## src/rtl/tmr_pkg.sv

```systemverilog
package tmr_pkg;

    typedef enum logic [1:0] {
        MODE_FREE     = 2'd0,
        MODE_DUAL     = 2'd1,
        MODE_CLRMATCH = 2'd2,
        MODE_SINGLE   = 2'd3
    } tmr_mode_e;

    typedef enum logic [1:0] {
        REG_CTRL    = 2'd0,
        REG_COUNT   = 2'd1,
        REG_CMP     = 2'd2,
        REG_FLAGCLR = 2'd3
    } tmr_reg_e;

    localparam int CTRL_W = 4;

    typedef struct packed {
        logic      ovf_ie;
        logic      cmp_ie;
        tmr_mode_e mode;
    } tmr_ctrl_t;

    typedef struct packed {
        logic adv;
        logic match;
        logic at_max;
        logic at_bottom;
        logic slope_dn;
    } tmr_evt_t;

    function automatic logic is_pwm(tmr_mode_e m);
        return (m == MODE_DUAL) || (m == MODE_SINGLE);
    endfunction

    function automatic tmr_ctrl_t decode_ctrl(logic [CTRL_W-1:0] d);
        return tmr_ctrl_t'(d);
    endfunction

endpackage

```

## src/rtl/tmr_count_unit.sv

```systemverilog
module tmr_count_unit
    import tmr_pkg::*;
#(
    parameter int W = 8
) (
    input  logic          clk,
    input  logic          rst,
    input  logic          adv,
    input  logic          ld,
    input  logic [W-1:0]  ld_val,
    input  tmr_mode_e     mode,
    input  logic [W-1:0]  top_cmp,
    output logic [W-1:0]  cnt,
    output logic          at_max,
    output logic          at_bottom,
    output logic          slope_dn
);

    localparam logic [W-1:0] MAXV = '1;
    localparam logic [W-1:0] BOTV = '0;

    logic [W-1:0] cnt_q, cnt_d;
    logic         dir_q, dir_d;

    assign at_max    = (cnt_q == MAXV);
    assign at_bottom = (cnt_q == BOTV);

    // The tick at the top belongs to the falling slope, the tick at the bottom to the rising one.
    always_comb begin
        slope_dn = 1'b0;
        if (mode == MODE_DUAL) begin
            if (at_max)
                slope_dn = 1'b1;
            else if (at_bottom)
                slope_dn = 1'b0;
            else
                slope_dn = dir_q;
        end
    end

    always_comb begin
        cnt_d = cnt_q;
        if (ld) begin
            cnt_d = ld_val;
        end else if (adv) begin
            case (mode)
                MODE_CLRMATCH: cnt_d = (cnt_q == top_cmp) ? BOTV : cnt_q + 1'b1;
                MODE_DUAL:     cnt_d = slope_dn ? cnt_q - 1'b1 : cnt_q + 1'b1;
                default:       cnt_d = cnt_q + 1'b1;
            endcase
        end
    end

    always_comb begin
        dir_d = dir_q;
        if (mode != MODE_DUAL)
            dir_d = 1'b0;
        else if (adv)
            dir_d = slope_dn;
    end

    always_ff @(posedge clk) begin
        if (rst) begin
            cnt_q <= BOTV;
            dir_q <= 1'b0;
        end else begin
            cnt_q <= cnt_d;
            dir_q <= dir_d;
        end
    end

    assign cnt = cnt_q;

    AST_IDLE_HOLD: assert property (@(posedge clk) disable iff (rst)
        (!adv && !ld) |=> $stable(cnt));
    AST_FREE_STEP: assert property (@(posedge clk) disable iff (rst)
        (adv && mode == MODE_FREE) |=> (cnt == W'($past(cnt) + 1'b1)));
    AST_MATCH_WRAP: assert property (@(posedge clk) disable iff (rst)
        (adv && mode == MODE_CLRMATCH && cnt == top_cmp) |=> (cnt == BOTV));
    AST_DUAL_TURN: assert property (@(posedge clk) disable iff (rst)
        (adv && mode == MODE_DUAL && at_max) |=> (cnt == MAXV - 1'b1));
    AST_LOAD_WINS: assert property (@(posedge clk) disable iff (rst)
        ld |=> (cnt == $past(ld_val)));

endmodule

```

## src/rtl/tmr_cmp_buffer.sv

```systemverilog
module tmr_cmp_buffer #(
    parameter int W = 8
) (
    input  logic          clk,
    input  logic          rst,
    input  logic          wr,
    input  logic [W-1:0]  wr_val,
    input  logic          pwm,
    input  logic          swap,
    output logic [W-1:0]  act
);

    logic [W-1:0] hold_q;
    logic [W-1:0] act_q;

    always_ff @(posedge clk) begin
        if (rst) begin
            hold_q <= '0;
            act_q  <= '0;
        end else begin
            if (wr)
                hold_q <= wr_val;
            if (wr && !pwm)
                act_q <= wr_val;
            else if (pwm && swap)
                act_q <= hold_q;
        end
    end

    assign act = act_q;

    AST_PWM_HOLD: assert property (@(posedge clk) disable iff (rst)
        (pwm && !swap) |=> $stable(act));
    AST_DIRECT_LOAD: assert property (@(posedge clk) disable iff (rst)
        (wr && !pwm) |=> (act == $past(wr_val)));

endmodule

```

## src/rtl/tmr_wavegen.sv

```systemverilog
module tmr_wavegen
    import tmr_pkg::*;
(
    input  logic      clk,
    input  logic      rst,
    input  tmr_evt_t  evt,
    input  tmr_mode_e mode,
    output logic      wave
);

    logic wave_q, wave_d;

    always_comb begin
        wave_d = wave_q;
        if (evt.adv) begin
            case (mode)
                MODE_SINGLE: begin
                    if (evt.match)
                        wave_d = 1'b0;
                    else if (evt.at_bottom)
                        wave_d = 1'b1;
                end
                MODE_DUAL: begin
                    if (evt.match)
                        wave_d = evt.slope_dn;
                end
                default: begin
                    if (evt.match)
                        wave_d = ~wave_q;
                end
            endcase
        end
    end

    always_ff @(posedge clk) begin
        if (rst)
            wave_q <= 1'b0;
        else
            wave_q <= wave_d;
    end

    assign wave = wave_q;

    AST_WAVE_IDLE: assert property (@(posedge clk) disable iff (rst)
        !evt.adv |=> $stable(wave));
    AST_TOGGLE: assert property (@(posedge clk) disable iff (rst)
        (evt.adv && evt.match && !is_pwm(mode)) |=> (wave != $past(wave)));
    AST_SINGLE_CLEAR: assert property (@(posedge clk) disable iff (rst)
        (evt.adv && evt.match && mode == MODE_SINGLE) |=> !wave);
    AST_DUAL_FALL_SET: assert property (@(posedge clk) disable iff (rst)
        (evt.adv && evt.match && mode == MODE_DUAL && evt.at_max) |=> wave);

endmodule

```

## src/rtl/tmr_flag_unit.sv

```systemverilog
module tmr_flag_unit #(
    parameter int N = 2
) (
    input  logic          clk,
    input  logic          rst,
    input  logic [N-1:0]  set,
    input  logic [N-1:0]  clr,
    input  logic [N-1:0]  en,
    output logic [N-1:0]  flag,
    output logic [N-1:0]  irq
);

    for (genvar i = 0; i < N; i++) begin : g_flag
        logic f_q;

        always_ff @(posedge clk) begin
            if (rst)
                f_q <= 1'b0;
            else if (set[i])
                f_q <= 1'b1;
            else if (clr[i])
                f_q <= 1'b0;
        end

        assign flag[i] = f_q;
        assign irq[i]  = f_q & en[i];

        AST_SET_WINS: assert property (@(posedge clk) disable iff (rst)
            set[i] |=> flag[i]);
        AST_CLEAR: assert property (@(posedge clk) disable iff (rst)
            (clr[i] && !set[i]) |=> !flag[i]);
        AST_STICKY: assert property (@(posedge clk) disable iff (rst)
            (flag[i] && !clr[i]) |=> flag[i]);
    end

endmodule

```

## src/rtl/timer_ocmp.sv

```systemverilog
module timer_ocmp
    import tmr_pkg::*;
#(
    parameter int W     = 8,
    parameter int SEL_W = 3
) (
    input  logic             clk,
    input  logic             rst,
    input  logic [SEL_W-1:0] src_sel,
    input  logic             tick,
    input  logic             wr_en,
    input  logic [1:0]       wr_addr,
    input  logic [W-1:0]     wr_data,
    output logic [W-1:0]     count,
    output logic             wave_out,
    output logic             cmp_flag,
    output logic             ovf_flag,
    output logic             cmp_irq,
    output logic             ovf_irq
);

    localparam int FLAG_N  = 2;
    localparam int F_CMP   = 0;
    localparam int F_OVF   = 1;

    tmr_ctrl_t     ctrl_q;
    tmr_evt_t      evt;
    logic          pwm;
    logic          wr_ctrl, wr_cnt, wr_cmp, wr_clr;
    logic [W-1:0]  cmp_act;
    logic [W-1:0]  cnt;
    logic          at_max, at_bottom, slope_dn;
    logic          ovf_point;
    logic [FLAG_N-1:0] f_set, f_clr, f_en, f_val, f_irq;
    logic          unused_data;

    assign unused_data = ^wr_data[W-1:CTRL_W];

    // Register decode
    assign wr_ctrl = wr_en && (wr_addr == REG_CTRL);
    assign wr_cnt  = wr_en && (wr_addr == REG_COUNT);
    assign wr_cmp  = wr_en && (wr_addr == REG_CMP);
    assign wr_clr  = wr_en && (wr_addr == REG_FLAGCLR);

    always_ff @(posedge clk) begin
        if (rst)
            ctrl_q <= '0;
        else if (wr_ctrl)
            ctrl_q <= decode_ctrl(wr_data[CTRL_W-1:0]);
    end

    assign pwm = is_pwm(ctrl_q.mode);

    // A tick counts only with a source selected and no count write pending
    always_comb begin
        evt.adv       = (src_sel != '0) && tick && !wr_cnt;
        evt.match     = (cnt == cmp_act);
        evt.at_max    = at_max;
        evt.at_bottom = at_bottom;
        evt.slope_dn  = slope_dn;
    end

    assign ovf_point = (ctrl_q.mode == MODE_DUAL) ? at_bottom : at_max;

    tmr_count_unit #(.W(W)) u_count (
        .clk       (clk),
        .rst       (rst),
        .adv       (evt.adv),
        .ld        (wr_cnt),
        .ld_val    (wr_data),
        .mode      (ctrl_q.mode),
        .top_cmp   (cmp_act),
        .cnt       (cnt),
        .at_max    (at_max),
        .at_bottom (at_bottom),
        .slope_dn  (slope_dn)
    );

    tmr_cmp_buffer #(.W(W)) u_cmp (
        .clk    (clk),
        .rst    (rst),
        .wr     (wr_cmp),
        .wr_val (wr_data),
        .pwm    (pwm),
        .swap   (evt.adv && at_max),
        .act    (cmp_act)
    );

    tmr_wavegen u_wave (
        .clk  (clk),
        .rst  (rst),
        .evt  (evt),
        .mode (ctrl_q.mode),
        .wave (wave_out)
    );

    assign f_set[F_CMP] = evt.adv && evt.match;
    assign f_set[F_OVF] = evt.adv && ovf_point;
    assign f_clr[F_CMP] = wr_clr && wr_data[0];
    assign f_clr[F_OVF] = wr_clr && wr_data[1];
    assign f_en[F_CMP]  = ctrl_q.cmp_ie;
    assign f_en[F_OVF]  = ctrl_q.ovf_ie;

    tmr_flag_unit #(.N(FLAG_N)) u_flags (
        .clk  (clk),
        .rst  (rst),
        .set  (f_set),
        .clr  (f_clr),
        .en   (f_en),
        .flag (f_val),
        .irq  (f_irq)
    );

    assign count    = cnt;
    assign cmp_flag = f_val[F_CMP];
    assign ovf_flag = f_val[F_OVF];
    assign cmp_irq  = f_irq[F_CMP];
    assign ovf_irq  = f_irq[F_OVF];

    AST_NO_SOURCE: assert property (@(posedge clk) disable iff (rst)
        (src_sel == '0 && !wr_en) |=> ($stable(count) && $stable(cmp_flag) && $stable(ovf_flag)));
    AST_DUAL_OVF: assert property (@(posedge clk) disable iff (rst)
        (ctrl_q.mode == MODE_DUAL && src_sel != '0 && tick && !wr_en && count == '0) |=> ovf_flag);

endmodule

```

## config.mk

```make
export PLATFORM = sky130hd
export DESIGN_NAME = timer_ocmp
export DESIGN_NICKNAME = d
export VERILOG_FILES = /design/src/rtl/tmr_pkg.sv /design/src/rtl/tmr_count_unit.sv /design/src/rtl/tmr_cmp_buffer.sv /design/src/rtl/tmr_wavegen.sv /design/src/rtl/tmr_flag_unit.sv /design/src/rtl/timer_ocmp.sv
export SDC_FILE = /design/constraint.sdc
export NUM_CORES = 1
export LEC_CHECK = 0
export ABC_AREA = 1
export BUFFER_PORTS_ARGS = -buffer_cell sky130_fd_sc_hd__buf_4
export CAP_MARGIN = 20
export CELL_PAD_IN_SITES_DETAIL_PLACEMENT = 1
export CELL_PAD_IN_SITES_GLOBAL_PLACEMENT = 1
export CORE_UTILIZATION = 30
export CTS_CLUSTER_SIZE = 12
export DETAILED_ROUTE_END_ITERATION = 10
export PLACE_DENSITY = 0.69
export SLEW_MARGIN = 15
export SYNTH_ARGS = -nofsm -noshare
export SYNTH_HDL_FRONTEND = slang
export SYNTH_SLANG_ARGS = --single-unit
```

## constraint.sdc

```tcl
create_clock -name clk -period 1.59 [get_ports clk]
set_input_delay 0.2385 -clock clk [delete_from_list [all_inputs] [get_ports clk]]
set_output_delay 0.2385 -clock clk [all_outputs]
set_load 0.05 [all_outputs]
```

==> flow_metrics.env <==
export IMPL_status="finished, violations left"
export IMPL_violations="setup timing"
export IMPL_postLayoutCellArea_sq_um=2820
export IMPL_antenna_found_initial=0
export IMPL_yosys_register_bits=32
export IMPL_dr_total_vias=2099
export IMPL_hpwl_um=4760
export IMPL_antenna_left=0
export IMPL_required_ns=1.76
export IMPL_start_kind="register"
export IMPL_io_buffers=29
export IMPL_synthToLayoutAreaGrowth_pct=42.9
export IMPL_place_area_sq_um=2440
export IMPL_ctsHoldBuffers=0
export IMPL_globalplace_congestion=0.778
export IMPL_syn_inst=303
export IMPL_drt_initial_drc_count=67
export IMPL_grt_max_degree=17
export IMPL_remaining_drc_errors=0
export IMPL_die_area_sq_um=6910
export IMPL_r2r_cells=10
export IMPL_overflow=0
export IMPL_drive_gt1_share_pct=37.1
export IMPL_multi_input_area_sq_um=1270
export IMPL_final_common_cell="nand2_1"
export IMPL_p_per_area_nw_per_um2=820
export IMPL_routedWlPerCell_um=14.8
export IMPL_cts_sinks=32
export IMPL_setup_slack_ns=-0.0484
export IMPL_nets=382
export IMPL_cts_tree="built"
export IMPL_placementRows=29
export IMPL_finalHoldViolCount=0
export IMPL_syn_nets=325
export IMPL_r2r_start="u_count.cnt[0]"
export IMPL_end_kind="register"
export IMPL_syn_avg_cell_area_sq_um=6.52
export IMPL_clkSlewWorstSetupHoldPaths_ns=0.07
export IMPL_syn_area_sq_um=1980
export IMPL_crit_top_cell="nand3_4"
export IMPL_critical_path_cell_chain="ha_4 > nand3_4 > nor3_4 > buf_4 > buf_6 > nand3_4 > nand2_4 > inv_6 > nand2_2 > a31oi_1"
export IMPL_ys_seq_area_share_pct=32.4
export IMPL_fillers=801
export IMPL_drt_total_wl_um=6470
export IMPL_start_util_pct=31.1
export IMPL_path_buf_inv=3
export IMPL_dieWidth_um=83.2
export IMPL_mostFrequentLayoutCells="62 x nand2_1, 57 x buf_4, 41 x inv_1, 24 x dfxtp_1, 20 x nand2_2"
export IMPL_crit_type="reg2reg"
export IMPL_crit_slowest_cell="dfxtp_4"
export IMPL_power_w=0.00231
export IMPL_worstMarginPinSlew_ns=0.482
export IMPL_ff2ff_setup_slack_ns=-0.05
export IMPL_cp_max_fo=5
export IMPL_yosysWarnings=0
export IMPL_cap_violations=0
export IMPL_grt_pass1_wl_um=10700
export IMPL_antennaDiodeCount=0
export IMPL_max_freq_mhz=610
export IMPL_grt_pass1_vias=2163
export IMPL_cts_root_buf="clkbuf_8"
export IMPL_startpoint="u_count.cnt[0]"
export IMPL_core_sq_um=6350
export IMPL_critical_path_depth=10
export IMPL_hold_ws_ns=0.229
export IMPL_max_stage_delay_ns=0.40
export IMPL_r2r_end="u_cmp.act[5]"
export IMPL_synth_distinct_cells=28
export IMPL_ioPinCount=30
export IMPL_dr_pass1_iters=4
export IMPL_viasPerCell=4.79
export IMPL_cts_made_buffers=5
export IMPL_finalSetupViolCount=12
export IMPL_die_h_um=83.2
export IMPL_cts_htree_levels=2
export IMPL_post_route_period_util_pct=103
export IMPL_pre_cts_slack_ns=-0.135
export IMPL_hold_class="in2reg"
export IMPL_finClkSkew_ns=0.00537
export IMPL_rsz0062_at_grt="yes"
export IMPL_clkLatencyLatePin_ns=0.29
export IMPL_critPathTopFamily="simple AND/OR/NAND/NOR gates"
export IMPL_clk_path_buf_depth=2
export IMPL_power_leakage_nw=1.32
export IMPL_slew_violations=0
export IMPL_grt_use_total_pct=19.5
export IMPL_peakVddDrop_v=0.000305
export IMPL_arrival_ns=1.81
export IMPL_seq_area_sq_um=663
export IMPL_finalCriticalPeriod_ns=1.64
export IMPL_worstSetupEndpoint="u_cmp.act[5]"
export IMPL_slew_headroom_pct=67.7
-- metal layers --
metal / track usage, % / vias to the layer above / part of all wire [%]
li1: - / 1073 / -
met1: 25.6 / 986 / 48
met2: 33.2 / 29 / 48
met3: 2.49 / 11 / 2.0
met4: 5.96 / 0 / 2.0
met5: 0 / - / 0
-- worst reg2reg max path, delay by kind of cell, from the launching register on --
family | cells | cell delay [ns]
simple gates | 5 | 0.58
flops | 1 | 0.40
buf+inv | 3 | 0.30
fa+ha+maj | 1 | 0.16
compound gates | 1 | 0.08
-- power breakdown --
group	switching (W)	internal [W]	leakage, nW
Sequential	0.0000451	0.000841	0.266
Clock	0.000343	0.000490	0.0627
Combinational	0.000354	0.000241	0.992
Total	0.000742	0.00157	1.32
-- stage by stage --
| stage | instances | setup TNS, ns | utilization [%] |
|---|---|---|---|
| floorplan | 303 | 0 | - |
| global placement | 421 | -0.771 | 38.4 |
| detailed placement | 421 | -0.822 | 38.4 |
| CTS | 433 | -0.519 | 41.8 |
| global route | 438 | -2.16 | 44.5 |
| finish | 438 | -0.343 | 44.5 |
-- cell families (layout without fill, tap and decap cells) --
logic type               count (synthesis)  count (layout)  synth area share (%)
AND/OR/NAND/NOR                        131             131                  28.9
flip-flops                              32              32                  32.4
adder cells (fa/ha/maj)                  5               5                  3.17
AO/OA/AOI/OAI                           58              58                  16.0
buffers and inverters                   61             119                  12.4
XOR/XNOR                                16              16                  7.09
-- cell type report --
type                    count  area share, %
repair buffers             60           16.3
flip-flops and latches     32           23.5
inverters                  51           7.49
well taps                  77           3.41
multi-input cells         210           45.0
clock buffers               8           4.30
-- state kept, by name, indices dropped and copies added (netlist names) --
register	cells
ctrl_q	4
u_cmp.act	8
u_cmp.hold_q	8
u_count.cnt	8
u_count.dir_q	1
u_flags.g_flag.f_q	2
u_wave.wave	1
-- synthesized netlist by cell type --
cell,count,area (sq um)
nand4_1,1,6.26
a21oi_1,21,105
nand2_2,4,25.0
buf_4,3,22.5
inv_2,5,18.8
xor2_1,10,87.6
dfxtp_1,32,641
o211ai_1,1,7.51
inv_1,42,158
o22ai_1,5,31.3
o2111ai_1,1,8.76
clkinv_2,1,5.00
o21ai_0,18,90.1
nand2_1,80,300
nand3_2,4,40.0
o21ai_1,3,15.0
nor2_1,20,75.1
clkbuf_1,4,15.0
xnor2_1,6,52.6
clkinv_1,3,11.3
buf_2,3,15.0
a21oi_2,1,8.76
nand3_1,14,70.1
nor2_2,2,12.5
a31oi_1,8,50.1
nor3_4,1,16.3
ha_1,5,62.6
nor3_1,5,25.0
-- how the worst min path moves through the flow --
stage | cells after the start | start | end
5_1_grt | 3 | wr_data[1] | u_cmp.act[1]
3_5_place_dp | 2 | u_cmp.hold_q[2] | u_cmp.act[2]
3_3_place_gp | 2 | u_cmp.hold_q[2] | u_cmp.act[2]
6_report | 3 | wr_data[2] | u_cmp.act[2]
2_1_floorplan | 2 | wr_addr[0] | u_cmp.hold_q[0]
4_1_cts | 3 | wr_data[6] | u_cmp.hold_q[6]
-- repair_timing --
item / in CTS / in global routing
setup buffers: 4 / 5
gates resized for setup: 13 / 43
endpoints found under the setup margin: 13 / 19
pin swaps: 6 / 21
Note: power is estimated with default switching activity, not from simulation.
